===== config.mk =====
export PLATFORM = sky130hd
export DESIGN_NAME = margin_seq
export DESIGN_NICKNAME = d
export VERILOG_FILES = /design/src/rtl/margin_seq.sv
export SDC_FILE = /design/constraint.sdc
export NUM_CORES = 1
export LEC_CHECK = 0
export ABC_AREA = 1
export BUFFER_PORTS_ARGS = -buffer_cell sky130_fd_sc_hd__buf_2
export CORE_ASPECT_RATIO = 0.8
export CORE_MARGIN = 4
export CORE_UTILIZATION = 55
export DETAILED_ROUTE_END_ITERATION = 10
export PLACE_DENSITY = 0.72
export RECOVER_POWER = 25
export SETUP_SLACK_MARGIN = 0.05
export SLEW_MARGIN = 40
export SYNTH_ARGS = -nofsm -noshare
export SYNTH_HDL_FRONTEND = slang
export SYNTH_SLANG_ARGS = --single-unit

===== constraint.sdc =====
create_clock -name clk -period 3.15 [get_ports clk]
set_input_delay 0.315 -clock clk [delete_from_list [all_inputs] [get_ports clk]]
set_output_delay 0.315 -clock clk [all_outputs]
set_load 0.05 [all_outputs]

===== src/rtl/margin_seq.sv =====
module margin_seq #(
  parameter int N  = 10,
  parameter int AW = 8,
  parameter int SW = 6,
  localparam int CLW = $clog2(N)
) (
  input  logic             clk,
  input  logic             rst_n,
  input  logic             start,
  input  logic [AW-1:0]    nom_pos,
  input  logic [AW-1:0]    nom_neg,
  input  logic [AW-1:0]    step,
  input  logic [SW-1:0]    span,
  output logic             sr_shift,
  output logic [AW-1:0]    sr_pos_amp,
  output logic [AW-1:0]    sr_neg_amp,
  output logic             sr_din,
  input  logic             sr_dout,
  input  logic [CLW-1:0]   rd_cell,
  output logic [4*AW-1:0]  rd_data,
  output logic             done
);
  localparam int LEN = N + 2;
  localparam int CW  = $clog2(LEN);
  localparam logic [3:0] S_IDLE = 4'd0, S_INIT = 4'd1, S_WRITE = 4'd2, S_PROBE = 4'd3,
                         S_READ = 4'd4, S_EVAL = 4'd5, S_FLUSH = 4'd6, S_NEXT = 4'd7,
                         S_DONE = 4'd8;

  logic [3:0]     state;
  logic           pol, side;
  logic [1:0]     phase;
  logic [SW-1:0]  stp;
  logic [AW-1:0]  amp_t;
  logic [N-1:0]   pat;
  logic [LEN-1:0] cap;
  logic [CW-1:0]  cnt;
  logic [AW-1:0]  mem [N][4];

  function automatic logic [N-1:0] stride(input logic [1:0] ph);
    logic [N-1:0] m;
    for (int i = 0; i < N; i++) m[i] = ((i % 3) == int'(ph));
    return m;
  endfunction

  wire          up       = ~(side ^ pol);
  wire [AW-1:0] base     = pol ? nom_neg : nom_pos;
  wire [AW-1:0] delta    = up ? step : AW'(0) - step;
  wire [LEN-1:0] pat_full = {2'b00, pat};
  wire [N-1:0]  first_pat = stride(phase);
  wire [N-1:0]  fvec     = pat & ~cap[N:1];
  wire [N-1:0]  src      = (state == S_FLUSH) ? pat : fvec;
  wire [1:0]    slot     = {pol, side};

  logic [CLW-1:0] pick;
  logic [N-1:0]   pick_oh;
  always_comb begin
    pick    = '0;
    pick_oh = '0;
    for (int i = N - 1; i >= 0; i--)
      if (src[i]) begin
        pick    = CLW'(i);
        pick_oh = N'(1) << i;
      end
  end
  wire [N-1:0] pat_left = pat & ~pick_oh;

  assign sr_shift   = (state == S_WRITE) || (state == S_PROBE) || (state == S_READ);
  assign sr_din     = (state == S_WRITE) && pat_full[CW'(LEN - 1) - cnt];
  assign sr_pos_amp = (state == S_PROBE && !pol) ? amp_t : nom_pos;
  assign sr_neg_amp = (state == S_PROBE &&  pol) ? amp_t : nom_neg;
  assign done       = (state == S_DONE);
  assign rd_data    = {mem[rd_cell][3], mem[rd_cell][2], mem[rd_cell][1], mem[rd_cell][0]};

  always_ff @(posedge clk) begin
    if (!rst_n) begin
      state <= S_IDLE;
      pol   <= 1'b0;
      side  <= 1'b0;
      phase <= 2'd0;
      stp   <= '0;
      amp_t <= '0;
      pat   <= '0;
      cap   <= '0;
      cnt   <= '0;
      for (int c = 0; c < N; c++)
        for (int s = 0; s < 4; s++) mem[c][s] <= '0;
    end else begin
      case (state)
        S_IDLE, S_DONE: if (start) begin
          pol   <= 1'b0;
          side  <= 1'b0;
          phase <= 2'd0;
          state <= S_INIT;
        end
        S_INIT: begin
          pat   <= first_pat;
          amp_t <= base + delta;
          stp   <= SW'(1);
          cnt   <= '0;
          state <= (first_pat == '0) ? S_NEXT : S_WRITE;
        end
        S_WRITE: begin
          if (cnt == CW'(LEN - 1)) begin
            cnt   <= '0;
            state <= S_PROBE;
          end else cnt <= cnt + 1'b1;
        end
        S_PROBE: state <= S_READ;
        S_READ: begin
          cap <= {cap[LEN-2:0], sr_dout};
          if (cnt == CW'(LEN - 1)) begin
            cnt   <= '0;
            state <= S_EVAL;
          end else cnt <= cnt + 1'b1;
        end
        S_EVAL: begin
          if (|fvec) begin
            mem[pick][slot] <= amp_t;
            pat   <= pat_left;
            state <= (pat_left == '0) ? S_NEXT : S_WRITE;
          end else if (stp >= span) begin
            state <= S_FLUSH;
          end else begin
            amp_t <= amp_t + delta;
            stp   <= stp + 1'b1;
            state <= S_WRITE;
          end
        end
        S_FLUSH: begin
          if (|pat) begin
            mem[pick][slot] <= amp_t;
            pat <= pat_left;
          end else state <= S_NEXT;
        end
        S_NEXT: begin
          state <= S_INIT;
          if (!side) side <= 1'b1;
          else begin
            side <= 1'b0;
            if (phase != 2'd2) phase <= phase + 1'b1;
            else begin
              phase <= 2'd0;
              if (!pol) pol <= 1'b1;
              else state <= S_DONE;
            end
          end
        end
        default: state <= S_IDLE;
      endcase
    end
  end
endmodule



==> metrics.txt <==
# TYPE chip_impl_metric gauge
chip_impl_metric{name="tightestPinTransition",unit="ns"} 1.58
chip_impl_info{name="violations",value="max-capacitance violations, max-slew violations"} 1
chip_impl_metric{name="timing.fmax",unit="MHz"} 334
chip_impl_metric{name="ant_nets_after_route",unit=""} 0
chip_impl_info{name="cts_root_buf",value="sky130_fd_sc_hd__clkbuf_16"} 1
chip_impl_metric{name="setup_viol",unit=""} 0
chip_impl_metric{name="skew",unit="ns"} 0.0115
chip_impl_metric{name="critical_path.max_fanout",unit=""} 58
chip_impl_info{name="cts_tree",value="yes"} 1
chip_impl_metric{name="power-per-cell-area",unit="nW/um^2"} 750
chip_impl_metric{name="maxSlewViolCount",unit=""} 26
chip_impl_metric{name="postSynthRegisterBits",unit=""} 559
chip_impl_metric{name="layout_setup_ws",unit="ns"} 0.159
chip_impl_info{name="endpoint_kind",value="primary output"} 1
chip_impl_metric{name="finalWirelength",unit="mm"} 67.0
chip_impl_metric{name="synth.cell_area",unit="um^2"} 25900
chip_impl_metric{name="synth_cell_type_count",unit=""} 48
chip_impl_info{name="setup_repair_after_global_routing_missed_its_margin",value="no"} 1
chip_impl_metric{name="final_layout_size_suffix_gt1_share",unit="%"} 10.8
chip_impl_metric{name="place.port_buffers",unit=""} 88
chip_impl_info{name="hold_path.startpoint",value="start"} 1
chip_impl_metric{name="drv_cap",unit=""} 1
chip_impl_metric{name="dp_hpwl",unit="mm"} 43.1
chip_impl_metric{name="grt-ovfl-total",unit=""} 0
chip_impl_metric{name="p_leak",unit="nW"} 12.2
chip_impl_metric{name="syn_avg_cell_area",unit="um^2"} 10.9
chip_impl_metric{name="dieWidth",unit="um"} 251
chip_impl_metric{name="first_pass_grt_wire_length",unit="mm"} 103
chip_impl_metric{name="timing.setup.tns",unit="ns"} 0
chip_impl_info{name="setup.worst_path.class",value="in -> out"} 1
chip_impl_metric{name="clock_latency_on_the_worst_skew_pair",unit="ns"} 0.60
chip_impl_metric{name="io_pins",unit=""} 89
chip_impl_metric{name="drt_pre_antenna_iters",unit=""} 6
chip_impl_metric{name="post-route-min-period",unit="ns"} 2.99
chip_impl_metric{name="place_worst_setup_slack",unit="ns"} 0.382
chip_impl_metric{name="total_power",unit="mW"} 22.3
chip_impl_metric{name="drt_drc_violations_left",unit=""} 0
chip_impl_metric{name="place_congestion",unit=""} 0.921
chip_impl_metric{name="via_count_of_the_first_global_routing_pass",unit=""} 18000
chip_impl_info{name="worstHoldPathType",value="in -> reg"} 1
chip_impl_metric{name="clock_sinks",unit=""} 559
chip_impl_metric{name="antenna_found_initial",unit=""} 2
chip_impl_metric{name="cp_data_required_time",unit="ns"} 2.83
chip_impl_metric{name="synth-seq-area-share",unit="%"} 63.0
chip_impl_info{name="worstSetupStartpointType",value="primary input"} 1
chip_impl_metric{name="timing.final.crit_share",unit="%"} 94.9
chip_impl_metric{name="initial_core_util",unit="%"} 56.1
chip_impl_info{name="setup.worst_path.start",value="rd_cell[0]"} 1
chip_impl_metric{name="drt-vias-per-instance",unit=""} 5.65
chip_impl_metric{name="die-area",unit="um^2"} 50600
chip_impl_metric{name="clk_pin_slew_worst_paths",unit="ns"} 0.06
chip_impl_metric{name="grt_max_degree",unit=""} 73
chip_impl_metric{name="worstPathArrival",unit="ns"} 2.68
chip_impl_info{name="worstReg2RegStart",value="state[0]$_SDFFE_PN0P_"} 1
chip_impl_metric{name="area.growth.synth_to_final",unit="%"} 14.6
chip_impl_metric{name="chipHeight",unit="um"} 202
chip_impl_metric{name="cts_max_path_buffers",unit=""} 3
chip_impl_metric{name="ctsHtreeMaxLevel",unit=""} 2
chip_impl_metric{name="yosysWarnings",unit=""} 0
chip_impl_metric{name="layout.nets",unit=""} 2677
chip_impl_metric{name="irDropWorstVdd",unit="V"} 0.000473
chip_impl_metric{name="grtUsageTotal",unit="%"} 26.1
chip_impl_metric{name="placementRows",unit=""} 70
chip_impl_metric{name="routed_len_inst",unit="um"} 20.5
chip_impl_metric{name="dr.first_iter.drc_count",unit=""} 2093
chip_impl_info{name="result_of_the_run",value="finished with violations"} 1
chip_impl_metric{name="cts_made_buffers",unit=""} 54
chip_impl_metric{name="endpoints_failing_hold",unit=""} 0
chip_impl_metric{name="dr_total_vias",unit=""} 18500
chip_impl_metric{name="placeableCoreArea",unit="um^2"} 46200
chip_impl_metric{name="timing.max_slew.rel_slack",unit="%"} -5.08
chip_impl_metric{name="synth_cells",unit=""} 2367
[path summary, 6_finish.rpt]
kind / endpoint / slack (ns) / cells past startpoint
min reg2reg: stp[5]$_SDFFE_PN0P_ / 0.49 / 2
min: pol$_SDFFE_PN0P_ / 0.06 / 4
max: rd_data[30] / 0.16 / 7
max reg2reg: mem[3][25]$_SDFFCE_PN0P_ / 0.26 / 10
[per-stage QoR]
stage | instance area, um^2 | std cells | utilization (%) | hold WS (ns)
floorplan | 26600 | 2558 | - | 0.439
global placement | 28000 | 3172 | 60.6 | 0.463
detailed placement | 28000 | 3172 | 60.6 | 0.476
CTS | 29700 | 3270 | 64.4 | 0.0397
global route | 29700 | 3271 | 64.3 | 0.0911
finish | 29700 | 3271 | 64.3 | 0.0593
[cells in the final DEF, fill, tap and decap left out, types with 7 or more instances in the layout]
master | netlist | layout
sky130_fd_sc_hd__bufinv_16 | 0 | 7
sky130_fd_sc_hd__mux2i_1 | 128 | 128
sky130_fd_sc_hd__a31oi_1 | 9 | 9
sky130_fd_sc_hd__nor2_1 | 355 | 355
sky130_fd_sc_hd__conb_1 | 1 | 192
sky130_fd_sc_hd__nor3_2 | 10 | 8
sky130_fd_sc_hd__dfxtp_1 | 47 | 47
sky130_fd_sc_hd__edfxtp_1 | 512 | 512
sky130_fd_sc_hd__nand2_4 | 40 | 40
sky130_fd_sc_hd__a21oi_1 | 177 | 177
sky130_fd_sc_hd__clkbuf_16 | 0 | 55
sky130_fd_sc_hd__buf_2 | 17 | 76
sky130_fd_sc_hd__inv_1 | 204 | 203
sky130_fd_sc_hd__ha_1 | 21 | 21
sky130_fd_sc_hd__clkbuf_1 | 118 | 17
sky130_fd_sc_hd__o21ai_0 | 217 | 216
sky130_fd_sc_hd__nor3_1 | 28 | 30
sky130_fd_sc_hd__clkinv_2 | 0 | 8
sky130_fd_sc_hd__nand4_1 | 8 | 8
sky130_fd_sc_hd__xor2_1 | 10 | 10
sky130_fd_sc_hd__o211ai_1 | 130 | 130
sky130_fd_sc_hd__buf_4 | 3 | 45
sky130_fd_sc_hd__nand3_1 | 74 | 74
sky130_fd_sc_hd__clkinv_1 | 6 | 19
sky130_fd_sc_hd__buf_12 | 0 | 19
sky130_fd_sc_hd__nand2_1 | 195 | 197
[flip-flops by register name (all words and copies together) (netlist names), 2 cells and up]
register  cells
amp_t         8
stp           6
cnt           4
pat          10
phase         2
state         4
mem         512
cap          11
[cell families (layout without fill, tap and decap cells)]
group           after synthesis  in the layout  share of synthesized area (%)
flops                       559            559                           63.0
compound gates              547            547                           12.1
xor+xnor                     14             14                          0.473
simple gates                730            730                           12.8
other cells                   1            193                         0.0145
buf+inv                     366            466                           5.58
mux                         128            128                           4.95
fa+ha+maj                    22             22                           1.09
[final cells by class]
class                   instances  area, um^2
clock inverters                32         328
inverters                     217         843
clock buffers                  65        1410
flip-flops and latches        559       16300
fillers                      3538       16500
well taps                     612         766
multi-input cells            1633        8840
repair buffers                152        1160
diodes                          1        2.50
[synthesized netlist by cell type (all sizes together)]
cell     instances  area share (%)
clkinv           7            0.12
a211oi           2           0.058
nor2           358             5.2
o21ai          217             4.2
o22ai            4           0.097
clkbuf         118             1.7
o31ai            2           0.077
nor4             2           0.048
nand2          238             4.6
o311ai           1           0.034
a31oi            9            0.22
or2              9            0.22
nor3            38            0.93
ha              21             1.0
dfxtp           47             3.6
nand4           10            0.32
buf             31            0.63
inv            210             3.1
o211ai         130             3.8
nand3b           1           0.029
nand3           74             1.4
xnor2            4            0.14
fa               1           0.077
xor2            10            0.34
o21bai           1           0.029
o2111ai          1           0.034
a21oi          178             3.5
a2111oi          1           0.034
mux2i          128             4.9
edfxtp         512              59
a21o             1           0.029
conb             1           0.014
[timing repair]
item,CTS,global route
endpoints found under the hold margin,1,0
hold buffers,1,0
endpoints found under the setup margin,0,2
resized for setup,0,2
buffers inserted,0,0
[metal layers]
metal	track usage, %	vias up	wire length, um
met3	4.97	136	6230
met4	7.31	0	1700
met5	0	-	0
met1	36.6	8902	27700
li1	-	8641	-
met2	42.4	789	31300
[power breakdown]
group          switching (mW)  internal, mW  total, mW
Clock                    2.71          3.75       6.46
Sequential              0.387          9.42       9.81
Combinational            4.51          1.48       5.99
[critical path: stages]
cell                       delay [ns]
sky130_fd_sc_hd__clkbuf_4        0.71
sky130_fd_sc_hd__clkbuf_2        0.53
sky130_fd_sc_hd__mux2i_1         0.16
sky130_fd_sc_hd__o211ai_1        0.25
sky130_fd_sc_hd__nand3_1         0.19
sky130_fd_sc_hd__nand2_1         0.17
sky130_fd_sc_hd__clkbuf_2        0.29
Power figures use the tool's default switching activity.
